==> src/rtl/gcd_pkg.sv <==
package gcd_pkg;

   typedef enum logic [2:0] {
      ST_BEGIN = 3'd0,
      ST_SWAP  = 3'd1,
      ST_SUB   = 3'd2,
      ST_END   = 3'd3,
      ST_IDLE  = 3'd4
   } gcd_state_e;

   localparam int NUM_STATES = 5;

   typedef struct packed {
      logic sel;   // route external operands into the registers
      logic ldx;   // write XR
      logic ldy;   // write YR
      logic sub;   // XR gets XR - YR
      logic swp;   // XR and YR exchange
   } gcd_ctl_t;

   // Decision taken in every working state on the values being written
   function automatic gcd_state_e step_next(input logic x_pos,
                                            input logic x_ge,
                                            input logic y_zero);
      if (!x_pos)
         return ST_END;
      else if (y_zero || !x_ge)
         return ST_SWAP;
      else
         return ST_SUB;
   endfunction

endpackage

==> src/rtl/gcd_dpath.sv <==
module gcd_dpath #(
   parameter int W = 8
) (
   input  logic             clk,
   input  logic             rst,
   input  logic [W-1:0]     x_in,
   input  logic [W-1:0]     y_in,
   input  gcd_pkg::gcd_ctl_t ctl,
   output logic [W-1:0]     z_out,
   output logic             x_pos,
   output logic             x_ge,
   output logic             y_zero
);
   logic [W-1:0] xr, yr;
   logic [W-1:0] diff;
   logic [W-1:0] x_nxt, y_nxt;

   assign diff = xr - yr;

   always_comb begin
      if (ctl.sel)      x_nxt = x_in;
      else if (ctl.swp) x_nxt = yr;
      else if (ctl.sub) x_nxt = diff;
      else              x_nxt = xr;

      if (ctl.sel)      y_nxt = y_in;
      else if (ctl.swp) y_nxt = xr;
      else              y_nxt = yr;
   end

   // comparators look at the incoming values, so Begin decides on X and Y
   assign x_pos  = (x_nxt != '0);
   assign x_ge   = (x_nxt >= y_nxt);
   assign y_zero = (y_nxt == '0);

   always_ff @(posedge clk) begin
      if (rst) begin
         xr <= '0;
         yr <= '0;
      end else begin
         if (ctl.ldx) xr <= x_nxt;
         if (ctl.ldy) yr <= y_nxt;
      end
   end

   assign z_out = yr;

endmodule

==> src/rtl/gcd_ctrl.sv <==
module gcd_ctrl #(
   parameter int ENC = 0
) (
   input  logic              clk,
   input  logic              rst,
   input  logic              start,
   input  logic              x_pos,
   input  logic              x_ge,
   input  logic              y_zero,
   output gcd_pkg::gcd_ctl_t ctl,
   output logic              fin
);
   import gcd_pkg::*;

   logic       in_begin, in_swap, in_sub, in_end, in_idle;
   gcd_state_e nxt;

   always_comb begin
      if (in_idle || in_end)
         nxt = start ? ST_BEGIN : (in_idle ? ST_IDLE : ST_END);
      else
         nxt = step_next(x_pos, x_ge, y_zero);
   end

   generate
      if (ENC == 0) begin : g_binary
         gcd_state_e q;

         always_ff @(posedge clk) begin
            if (rst) q <= ST_IDLE;
            else     q <= nxt;
         end

         assign in_begin = (q == ST_BEGIN);
         assign in_swap  = (q == ST_SWAP);
         assign in_sub   = (q == ST_SUB);
         assign in_end   = (q == ST_END);
         assign in_idle  = (q == ST_IDLE);

         // two-bit code decode, upper bit marks Idle
         assign ctl.sel = in_begin;
         assign ctl.swp = in_swap;
         assign ctl.sub = in_sub;
         assign ctl.ldx = !q[2] && !(q[1] && q[0]);
         assign ctl.ldy = !q[2] && !q[1];
      end else begin : g_onehot
         logic [NUM_STATES-1:0] q;

         always_ff @(posedge clk) begin
            if (rst) q <= NUM_STATES'(1) << ST_IDLE;
            else     q <= NUM_STATES'(1) << nxt;
         end

         assign in_begin = q[ST_BEGIN];
         assign in_swap  = q[ST_SWAP];
         assign in_sub   = q[ST_SUB];
         assign in_end   = q[ST_END];
         assign in_idle  = q[ST_IDLE];

         assign ctl.sel = q[0];
         assign ctl.swp = q[1];
         assign ctl.sub = q[2];
         assign ctl.ldx = q[0] | q[1] | q[2];
         assign ctl.ldy = q[0] | q[1];
      end
   endgenerate

   assign fin = in_end;

endmodule

==> src/rtl/gcd_sub_swap.sv <==
module gcd_sub_swap #(
   parameter int W   = 8,
   parameter int ENC = 0
) (
   input  logic         clk,
   input  logic         rst,
   input  logic         start,
   input  logic [W-1:0] x_in,
   input  logic [W-1:0] y_in,
   output logic [W-1:0] z_out,
   output logic         done
);
   import gcd_pkg::*;

   generate
      if (W < 2) begin : g_bad_width
         $error("gcd_sub_swap: W must be at least 2");
      end
      if (ENC != 0 && ENC != 1) begin : g_bad_enc
         $error("gcd_sub_swap: ENC must be 0 (binary) or 1 (one-hot)");
      end
   endgenerate

   gcd_ctl_t ctl;
   logic     x_pos, x_ge, y_zero;
   logic     ctl_sel, ctl_ldx, ctl_ldy, ctl_sub, ctl_swp;

   gcd_ctrl #(.ENC(ENC)) u_ctrl (
      .clk    (clk),
      .rst    (rst),
      .start  (start),
      .x_pos  (x_pos),
      .x_ge   (x_ge),
      .y_zero (y_zero),
      .ctl    (ctl),
      .fin    (done)
   );

   gcd_dpath #(.W(W)) u_dpath (
      .clk    (clk),
      .rst    (rst),
      .x_in   (x_in),
      .y_in   (y_in),
      .ctl    (ctl),
      .z_out  (z_out),
      .x_pos  (x_pos),
      .x_ge   (x_ge),
      .y_zero (y_zero)
   );

   assign ctl_sel = ctl.sel;
   assign ctl_ldx = ctl.ldx;
   assign ctl_ldy = ctl.ldy;
   assign ctl_sub = ctl.sub;
   assign ctl_swp = ctl.swp;

endmodule

==> config.mk <==
export PLATFORM = sky130hd
export DESIGN_NAME = gcd_sub_swap
export DESIGN_NICKNAME = d
export VERILOG_FILES = /design/src/rtl/gcd_pkg.sv /design/src/rtl/gcd_dpath.sv /design/src/rtl/gcd_ctrl.sv /design/src/rtl/gcd_sub_swap.sv
export SDC_FILE = /design/constraint.sdc
export NUM_CORES = 1
export LEC_CHECK = 0
export BUFFER_PORTS_ARGS = -buffer_cell sky130_fd_sc_hd__buf_2
export CAP_MARGIN = 20
export CORE_ASPECT_RATIO = 1.25
export CORE_MARGIN = 5
export CORE_UTILIZATION = 40
export CTS_CLUSTER_DIAMETER = 200
export CTS_CLUSTER_SIZE = 8
export DETAILED_ROUTE_END_ITERATION = 6
export GPL_TIMING_DRIVEN = 0
export HOLD_SLACK_MARGIN = 0.02
export PLACE_DENSITY = 0.71
export SYNTH_ARGS = -nofsm -noshare
export SYNTH_HDL_FRONTEND = slang
export SYNTH_HIERARCHICAL = 1
export SYNTH_SLANG_ARGS = --single-unit
==> constraint.sdc <==
create_clock -name clk -period 5.1 [get_ports clk]
set_input_delay 0 -clock clk [delete_from_list [all_inputs] [get_ports clk]]
set_output_delay 0 -clock clk [all_outputs]
set_load 0.03 [all_outputs]
Word level (Yosys, flattened, before mapping):

Cells that the tools add are included.
Widths: inputs -> output; s select.

* bits of input ports: 19
* logic and storage cells: 31
* register bits after elaboration: 19
* output and inout port bits: 9

* reduce and logical (&&, ||, !) cells: 12
* $lt $le $gt $ge: 1
* $add $sub $neg: 1
* muxes and demuxes: 10
* equal/unequal tests: 4

Operator list (count)
* $mux 8: 5
* $mux 3: 4
* $ge 8x8->1: 1
* $logic_not 8->1: 1
* $reduce_bool 8->1: 1
* $sub 8x8->8: 1
* $eq 3x2->1 const B: 2
* $logic_not 1->1: 4
* $eq 3x1->1 const B: 1
* $eq 3x3->1 const B: 1
* $logic_and 1x1->1: 3
* $logic_not 3->1: 1
* $logic_or 1x1->1: 2
* $mux 2: 1

Logic depth before layout (Yosys ltp):

Gate-level depths: netlist of run 1.

* depth after elaboration: 10
* depth in mapped cells: 19
* gate-level depth less buffers: 17

Cells and area by module:

The synthesis of run 1 kept the hierarchy.

Modules (own cells, without submodules)
* gcd_dpath: seq. area each 320.3 um^2, area each 1592.8 um^2, cells an instance 203, instances 1
* gcd_ctrl: seq. area each 60.1 um^2, area each 195.2 um^2, cells an instance 23, instances 1

Worst setup path after synthesis of run 1:

No wires, ideal clock.

* path type: reg2reg
* start: register u_dpath.yr[0] (netlist: u_dpath/z_out[0])
* end: register u_ctrl.g_binary.q[1]
* library setup time: 0.115 ns
* required time: 4.985 ns
* period minus slack after synthesis: 2.996 ns
* cell stages (with the launch flop): 15
* slack: 2.104 ns
* path buffers: 0
* arrival: 2.881 ns
* path through: dfxtp_1 -> ha_1 -> inv_1 -> fa_1 -> xnor2_1 -> a211o_1 -> a2bb2oi_2 -> ha_1 -> nor2b_1 -> o21ai_1 -> a21oi_1 -> o41a_1 -> inv_1 -> nor2_1 -> o21a_1

* longest elaborated chain between the ends: 10
* elaborated cells on any way between the ends: 14
* those cells by class: 1 x add/sub; 1 x order compare; 8 x mux; 4 x reduce/logical

RTL lines
* start, declared: RTL line gcd_dpath.sv:14 `logic [W-1:0] xr, yr;`
* start signal, assigned: RTL line gcd_dpath.sv:42 `if (ctl.ldy) yr <= y_nxt;`
* $sub 8x8->8: RTL line gcd_dpath.sv:18 `assign diff = xr - yr;`
* $mux 8: RTL line gcd_dpath.sv:23 `else if (ctl.sub) x_nxt = diff;`
* $mux 8: RTL line gcd_dpath.sv:22 `else if (ctl.swp) x_nxt = yr;`
* $mux 8: RTL line gcd_dpath.sv:21 `if (ctl.sel) x_nxt = x_in;`
* net u_dpath.x_nxt[2]: RTL line gcd_dpath.sv:16 `logic [W-1:0] x_nxt, y_nxt;`
* $ge 8x8->1: RTL line gcd_dpath.sv:33 `assign x_ge = (x_nxt >= y_nxt);`
* net x_ge: RTL line gcd_sub_swap.sv:25 `logic x_pos, x_ge, y_zero;`
* $logic_not 1->1: RTL line gcd_pkg.sv:27 `else if (y_zero || !x_ge)`
* $logic_or 1x1->1: RTL line gcd_pkg.sv:27
* $mux 2: RTL line gcd_pkg.sv:27
* $mux 3: RTL line gcd_pkg.sv:25 `if (!x_pos)`
* $mux 3: RTL line gcd_ctrl.sv:19 `if (in_idle || in_end)`
* end signal, assigned: RTL line gcd_ctrl.sv:31 `else q <= nxt;`
* end, declared: RTL line gcd_ctrl.sv:27 `gcd_state_e q;`

The timed path passes the listed nets, and every way through them passes these cells.
A chain may end at the register's enable or synchronous reset.

Final worst setup path of run 1:

* start: register u_ctrl.g_binary.q[1]
* end: register u_ctrl.g_binary.q[1]

* longest elaborated chain between the ends: 10
* elaborated cells on any way between the ends: 21
* those cells by class: 1 x order compare; 4 x eq/ne; 10 x mux; 6 x reduce/logical

RTL lines
* $eq 3x2->1: RTL line gcd_ctrl.sv:36 `assign in_sub = (q == ST_SUB);`
* net u_ctrl.in_sub: RTL line gcd_ctrl.sv:15 `logic in_begin, in_swap, in_sub, in_end, in_idle;`
* $mux 8: RTL line gcd_dpath.sv:23
* $mux 8: RTL line gcd_dpath.sv:22
* $mux 8: RTL line gcd_dpath.sv:21
* $ge 8x8->1: RTL line gcd_dpath.sv:33
* net x_ge: RTL line gcd_sub_swap.sv:25
* $logic_not 1->1: RTL line gcd_pkg.sv:27
* $logic_or 1x1->1: RTL line gcd_pkg.sv:27
* $mux 2: RTL line gcd_pkg.sv:27
* $mux 3: RTL line gcd_pkg.sv:25
* $mux 3: RTL line gcd_ctrl.sv:19

The timed path passes the listed nets, and every way through them passes these cells.

==> run_results.csv, run 1 <==
group,metric,value,unit
worst_setup_path,path_class,"reg -> reg",
synthesis,synth_largest_area_cell,"dfxtp_1",
grt,use_met3,1.677,%
synthesis,synth-async-reset-ratio,0,%
sta,period_share,60.39,%
floorplanning,die_y,84.75,um
grt,grtUsageMet2,29.32,%
routing,routedWlPerCell,14.73,um
outcome,status,"finished, final reports clean",
sta,slew_headroom,60.25,%
synthesis,avgSynthCellArea,7.911,um2
sta,setup_tns,0,ps
worst_setup_path,ff2ff_path_depth,16,
grt,overflow,0,
worst_setup_path,crit_slowest_cell,"dfxtp_1",
sta,hold_viol,0,
synthesis,netlist_area,1788,um2
layout,areaGrowthSynthToFinish,15.82,%
layout,register_area,380.4,um2
synthesis,synthCells,226,
clock_network,clkLatencyLatePin,260,ps
sta,max_freq,324.7,MHz
clock_network,numCtsBuffers,3,
routing,via_per_inst,5.365,
layout,nets,296,
synthesis,syn-num-nets,261,
synthesis,synth_seq_cells,19,
floorplanning,pin_count,28,
floorplanning,die_w,69.80,um
worst_setup_path,max_stage_delay,420,ps
synthesis,yosys_warnings,6,
clock_network,cts_setup_buffers,0,
sta,finalMaxSlewViolations,0,
synthesis,synth_flop_cell,"dfxtp_1",
floorplanning,rows,27,
sta,setup_violations,0,
routing,drtIter0Drc,84,
placed_design,place_congestion,0.8280,
worst_setup_path,critical_path.startpoint_type,"register",
synthesis,yosys-top-cells-area,"dfxtp_1, ha_1, nor2_1",
floorplanning,initial_utilization,41.03,%
grt,track_usage,16.31,%
layout,antenna-diode-count,0,
floorplanning,coreArea,4358,um2
routing,wirelength,4683,um
min_path,holdPathStages,5,
job,cap_violations,0,
routing,vias,1706,
synthesis,synth_edf_count,0,
clock_network,path_clk_slew,70,ps
synthesis,synth_cell_types,51,
grt,grt_pass1_wl,7879,um
layout,fillCellCount,422,
pwr,vdd_ir_drop_max,0.1892,mV
clock_network,clock_sinks,19,
routing,ant_nets,0,
grt,grt_max_degree,11,
placed_design,numPortBuffers,27,
floorplanning,die_area,5916,um2
routing,drcViolationCount,0,
layout,layout-drive-gt1-share,23.08,%
worst_setup_path,cp_data_arrival_time,3240,ps
worst_setup_path,endpoint_kind,"register",
clock_network,ctsHoldBuffers,3,
worst_setup_path,crit_chain,"nor3b_1 -> buf_4 -> buf_4 -> nor2_1 -> a211oi_1 -> o22ai_1 -> ha_1 -> nand2b_1 -> a21oi_1 -> nor2b_1 -> o21ai_1 -> a21oi_1 -> o41a_1 -> inv_1 -> nor2_1 -> o21a_1",
sta,rsz0062_at_grt,"false",
synthesis,seq_area_frac_synth,21.27,%
clock_network,cts_tree,"built",
pwr,total_power,0.9430,mW
synthesis,yosysTopAreaCellShare,21.27,%
min_path,min_path_type,"in -> reg",
clock_network,cts_buffer_depth,2,
layout,multiInputGateArea,1247,um2
clock_network,cts_htree_levels,1,
grt,antenna_found_initial,0,
placed_design,post-dp-hpwl,3687,um
routing,dr.pass1.iters,5,
pwr,power_density,455.4,nW/um2
sta,period_needed,3080,ps
worst_setup_path,critPathRequiredTime,5260,ps
pwr,leakagePower,0.8726,nW
sta,tightest_slew,596.2,ps
grt,grt_pass1_vias,1758,
grt,top_usage_layer,"met2",
grt,use_met1,18.72,%
clock_network,cts_resized,0,
clock_network,cts_root_buf,"clkbuf_8",
sta,finalClockSkew,2.727,ps
worst_setup_path,worst-path-max-fanout,10,
worst max-delay path: cells and delay by family, from the launching register on:
kind | cells | cell delay [ps]
AO/OA/AOI/OAI | 7 | 1280
adder cells (fa/ha/maj) | 1 | 310
buffers and inverters | 3 | 440
flip-flops | 1 | 420
AND/OR/NAND/NOR | 5 | 530
cells in the mapped netlist, drive strengths merged, types with 4 or more instances:
master,n
xnor2,4
nand2,11
mux2i,13
o21ai,9
nor3b,4
ha,15
nor2,37
a211oi,7
inv,15
dfxtp,19
mux2,7
buf,12
nor3,5
a21oi,29
stage by stage:
step	cells	worst slack [ps]	hold slack (ps)	area [um2]	utilization, %
detailed placement	311	2043	237.6	1996	45.79
finish	318	2020	129.1	2071	47.52
global placement	311	2071	235.1	1996	45.79
global route	318	1810	189.0	2071	47.52
floorplan	226	2104	101.0	1788	-
CTS	318	2036	128.5	2071	47.52
worst paths after layout:
check,startpoint,endpoint,slack (ps)
max,u_ctrl/g_binary.q[1]$_SDFF_PP0_,u_ctrl/g_binary.q[1]$_SDFF_PP0_,2020
min,y_in[7],u_dpath/z_out[7]$_SDFFE_PP0P_,130
max reg2reg,u_ctrl/g_binary.q[1]$_SDFF_PP0_,u_ctrl/g_binary.q[1]$_SDFF_PP0_,2020
min reg2reg,u_dpath/xr[6]$_SDFFE_PP0P_,u_dpath/xr[6]$_SDFFE_PP0P_,520
sequential cells by signal (all words and copies together) (netlist names):
| signal | cells |
|---|---|
| u_dpath/z_out | 8 |
| u_dpath/xr | 8 |
| u_ctrl/g_binary.q | 3 |
final cells by class:
type                       instances  area share (%)
multi-input combinational        177           60.24
sequential                        19           18.37
timing repair buffer              30           7.976
buffer                            15           5.015
tap                               58           3.505
inverter                          15           2.719
clock buffer                       4           2.175
power by group:
group / leakage, nW / internal (mW) / switching [mW]
clock network: 0.0228 / 0.0556 / 0.0506
logic: 0.694 / 0.270 / 0.359
registers: 0.155 / 0.177 / 0.0309
total: 0.873 / 0.502 / 0.441
cells in the final DEF, fill, tap and decap left out, types with 3 or more instances in the layout:
cell,count
a211oi_1,5
a21oi_1,26
a21oi_2,3
buf_2,29
buf_4,4
buf_6,4
clkbuf_1,4
clkbuf_8,3
dfxtp_1,19
dlygate4sd3_1,3
ha_1,15
inv_1,15
mux2_2,7
mux2i_1,13
nand2_1,10
nor2_1,36
nor2b_1,3
nor3_1,5
nor3b_1,4
o21ai_0,3
o21ai_1,5
o21bai_1,3
xnor2_1,4
cells by family after synthesis:
| logic type | synth area share (%) |
|---|---|
| adder cells (fa/ha/maj) | 11.62 |
| flip-flops | 21.27 |
| AND/OR/NAND/NOR | 19.11 |
| XOR/XNOR | 1.959 |
| buffers and inverters | 8.957 |
| AO/OA/AOI/OAI | 25.40 |
| multiplexers | 11.69 |
metal layers:
layer	wire length, um	up-vias
met4	148	0
li1	-	873
met2	2368	29
met1	2015	795
met3	151	9
met5	0	-
No activity file was read; power rests on OpenSTA's default activity.
==> run 2, diff against run 1 <==
--- a/config.mk
+++ b/config.mk
@@ -15,7 +15,7 @@
 export DETAILED_ROUTE_END_ITERATION = 6
 export GPL_TIMING_DRIVEN = 0
 export HOLD_SLACK_MARGIN = 0.02
-export PLACE_DENSITY = 0.71
+export PLACE_DENSITY = 0.73
 export SYNTH_ARGS = -nofsm -noshare
 export SYNTH_HDL_FRONTEND = slang
 export SYNTH_HIERARCHICAL = 1
==> constraint.sdc (replaced) <==
create_clock -name clk -period 2.75 [get_ports clk]
set_input_delay 0 -clock clk [delete_from_list [all_inputs] [get_ports clk]]
set_output_delay 0 -clock clk [all_outputs]
set_load 0.03 [all_outputs]
==> run 2 against run 1 <==
The run now ends with setup timing left. Hold slack better by 9.2 ps. Clock power up 94%. Cell count up 1.6%. Critical path depth down 1. Die area unchanged. Design area up 7.7%. Critical endpoint unchanged.
==> run_results.csv, run 2 (synthesis results as in run 1) <==
group,metric,value,unit
outcome,status,"finished with violations",
outcome,violations,"setup timing",
min_path,worstHoldEndpoint,"u_dpath/z_out[0]$_SDFFE_PP0P_",
routing,via_per_inst,5.458,
pwr,leakagePower,0.9247,nW
routing,wirelength,5071,um
pwr,pwr-share-clk,10.8,%
grt,antenna_found_initial,0,
sta,fin_ws,-252.3,ps
floorplanning,die_area,5916,um2
pwr,p_int,1.011,mW
pwr,power_density,858.1,nW/um2
sta,finalClockSkew,8.378,ps
worst_setup_path,worst-path-max-fanout,3,
grt,overflow,0,
pwr,p_comb_share,68.5,%
sta,period_share,109.2,%
layout,antenna-diode-count,0,
floorplanning,die_y,84.75,um
min_path,hold_path_startpoint,"y_in[0]",
pwr,sw_frac_of_total,47.18,%
placed_design,place_ws,-298.1,ps
clock_network,clkLatencyLatePin,260,ps
grt,grt_pass1_vias,1717,
routing,drtIter0Drc,105,
pwr,p_sw,0.9027,mW
layout,most-common-layout-cells,"nor2_1, buf_2, a21oi_1",
pwr,seqPwrFrac,20.7,%
sta,period_needed,3002,ps
floorplanning,pin_count,28,
layout,fillCellCount,423,
floorplanning,initial_utilization,41.03,%
sta,max_freq,333.1,MHz
sta,rsz0062_at_grt,"true",
sta,hold_viol,0,
floorplanning,rows,27,
routing,routedWlPerCell,15.70,um
clock_network,path_clk_slew,80,ps
layout,nets,301,
placed_design,numPortBuffers,27,
routing,vias,1763,
sta,finalMaxSlewViolations,0,
worst_setup_path,ff2ff_path_depth,15,
layout,layout-drive-gt1-share,33.58,%
floorplanning,coreArea,4358,um2
worst_setup_path,critical_path.startpoint_type,"register",
worst_setup_path,reg2reg_from,"u_dpath/xr[0]$_SDFFE_PP0P_",
sta,setup_violations,2,
layout,areaGrowthSynthToFinish,24.70,%
min_path,holdPathStages,5,
grt,track_usage,16.70,%
job,cap_violations,0,
worst_setup_path,r2r_slack,-250,ps
min_path,min_path_type,"in -> reg",
routing,ant_nets,0,
routing,dr.pass1.iters,4,
routing,drcViolationCount,0,
worst_setup_path,cp_data_arrival_time,3170,ps
pwr,vdd_ir_drop_max,0.3344,mV
worst_setup_path,critPathRequiredTime,2910,ps
sta,slew_headroom,61.29,%
worst_setup_path,reg2reg_to,"u_ctrl/g_binary.q[1]$_SDFF_PP0_",
clock_network,clock_sinks,19,
clock_network,cts_tree,"built",
clock_network,numCtsBuffers,3,
floorplanning,die_w,69.80,um
placed_design,post-dp-hpwl,3739,um
grt,grt_max_degree,12,
clock_network,cts_buffer_depth,2,
clock_network,cts_root_buf,"clkbuf_8",
worst_setup_path,path_class,"reg -> reg",
sta,setup_tns,-393.6,ps
clock_network,cts_htree_levels,1,
pwr,total_power,1.913,mW
sta,tightest_slew,580.7,ps
worst_setup_path,endpoint_kind,"register",
grt,grt_pass1_wl,8086,um
layout,layout_commonest_cell,"nor2_1",
placed_design,place_congestion,0.8829,
-- run 2: changes by cell type in the layout (fill, tap and decap cells not counted), moves of 3 or more --
cell / change
dfxtp_2: +4
dfxtp_4: +3
a21oi_1: -3
dfxtp_1: -7
a21oi_2: +3
buf_4: +5
-- run 2: worst max path at each step --
stage	start	to	slack [ps]
after global placement	u_ctrl/g_binary.q[2]$_SDFF_PP1_	u_ctrl/g_binary.q[1]$_SDFF_PP0_	-270
after detailed placement	u_ctrl/g_binary.q[1]$_SDFF_PP0_	u_ctrl/g_binary.q[1]$_SDFF_PP0_	-300
after CTS	u_dpath/xr[0]$_SDFFE_PP0P_	u_ctrl/g_binary.q[1]$_SDFF_PP0_	-210
after floorplan	u_dpath/z_out[0]$_SDFFE_PP0P_	u_ctrl/g_binary.q[1]$_SDFF_PP0_	-40
final	u_dpath/xr[0]$_SDFFE_PP0P_	u_ctrl/g_binary.q[1]$_SDFF_PP0_	-250
after global routing	u_dpath/xr[0]$_SDFFE_PP0P_	u_ctrl/g_binary.q[1]$_SDFF_PP0_	-310
-- run 2: final cells by class --
class                           instances  area (um2)  share of cell area, %
Multi-Input combinational cell        177        1338                  59.99
Sequential cell                        19       396.6                  17.79
Clock buffer                            3       41.29                  1.852
Tap cell                               58       72.57                  3.255
Buffer                                 14       110.1                  4.938
Timing Repair Buffer                   36       210.2                  9.428
Inverter                               15       56.30                  2.525
Clock inverter                          1       5.005                 0.2245
-- run 2: worst max-delay path: stages (launching register included) --
cell,delay (ps)
dfxtp_2,340
inv_2,70
ha_4,130
inv_2,40
fa_2,430
xnor2_1,160
a211o_1,320
a2bb2oi_2,220
ha_1,260
nor2b_1,120
o21ai_1,140
a21oi_1,90
o41a_1,300
inv_1,70
nor2_1,40
o21a_1,160
-- run 2: power by group through the flow --
| stage | Combinational, mW | Clock, mW | Sequential (mW) |
|---|---|---|---|
| 3_5_place_dp | 1.17 | 0 | 0.397 |
| 4_1_cts | 1.22 | 0.206 | 0.394 |
| 2_1_floorplan | 0.899 | 0 | 0.413 |
| 3_3_place_gp | 1.14 | 0 | 0.396 |
| 6_report | 1.31 | 0.206 | 0.397 |
| 5_1_grt | 1.43 | 0.218 | 0.406 |
-- run 2: metal layers --
metal  wire [um]  global-route usage, %
met1        2180                  19.41
met2        2670                  31.04
met3         153                  1.557
met4          67                  6.446
met5           0                      0
-- run 2: repair_timing --
| item | in CTS | in global routing |
|---|---|---|
| endpoints found under the setup margin | 2 | 2 |
| pin swaps | 4 | 9 |
| hold buffers | 3 | 0 |
| buffers inserted | 3 | 3 |
| hold endpoints to repair | 3 | 0 |
| resized for setup | 12 | 14 |
-- run 2: per-stage QoR --
stage               instance area (um2)  hold WS [ps]  std cells  util (%)
floorplan                          1815         101.0        226         -
global placement                   2023         236.2        311     46.43
detailed placement                 2023         239.9        311     46.43
CTS                                2157         138.4        321     49.50
global route                       2230         168.4        323     51.16
finish                             2230         138.3        323     51.16
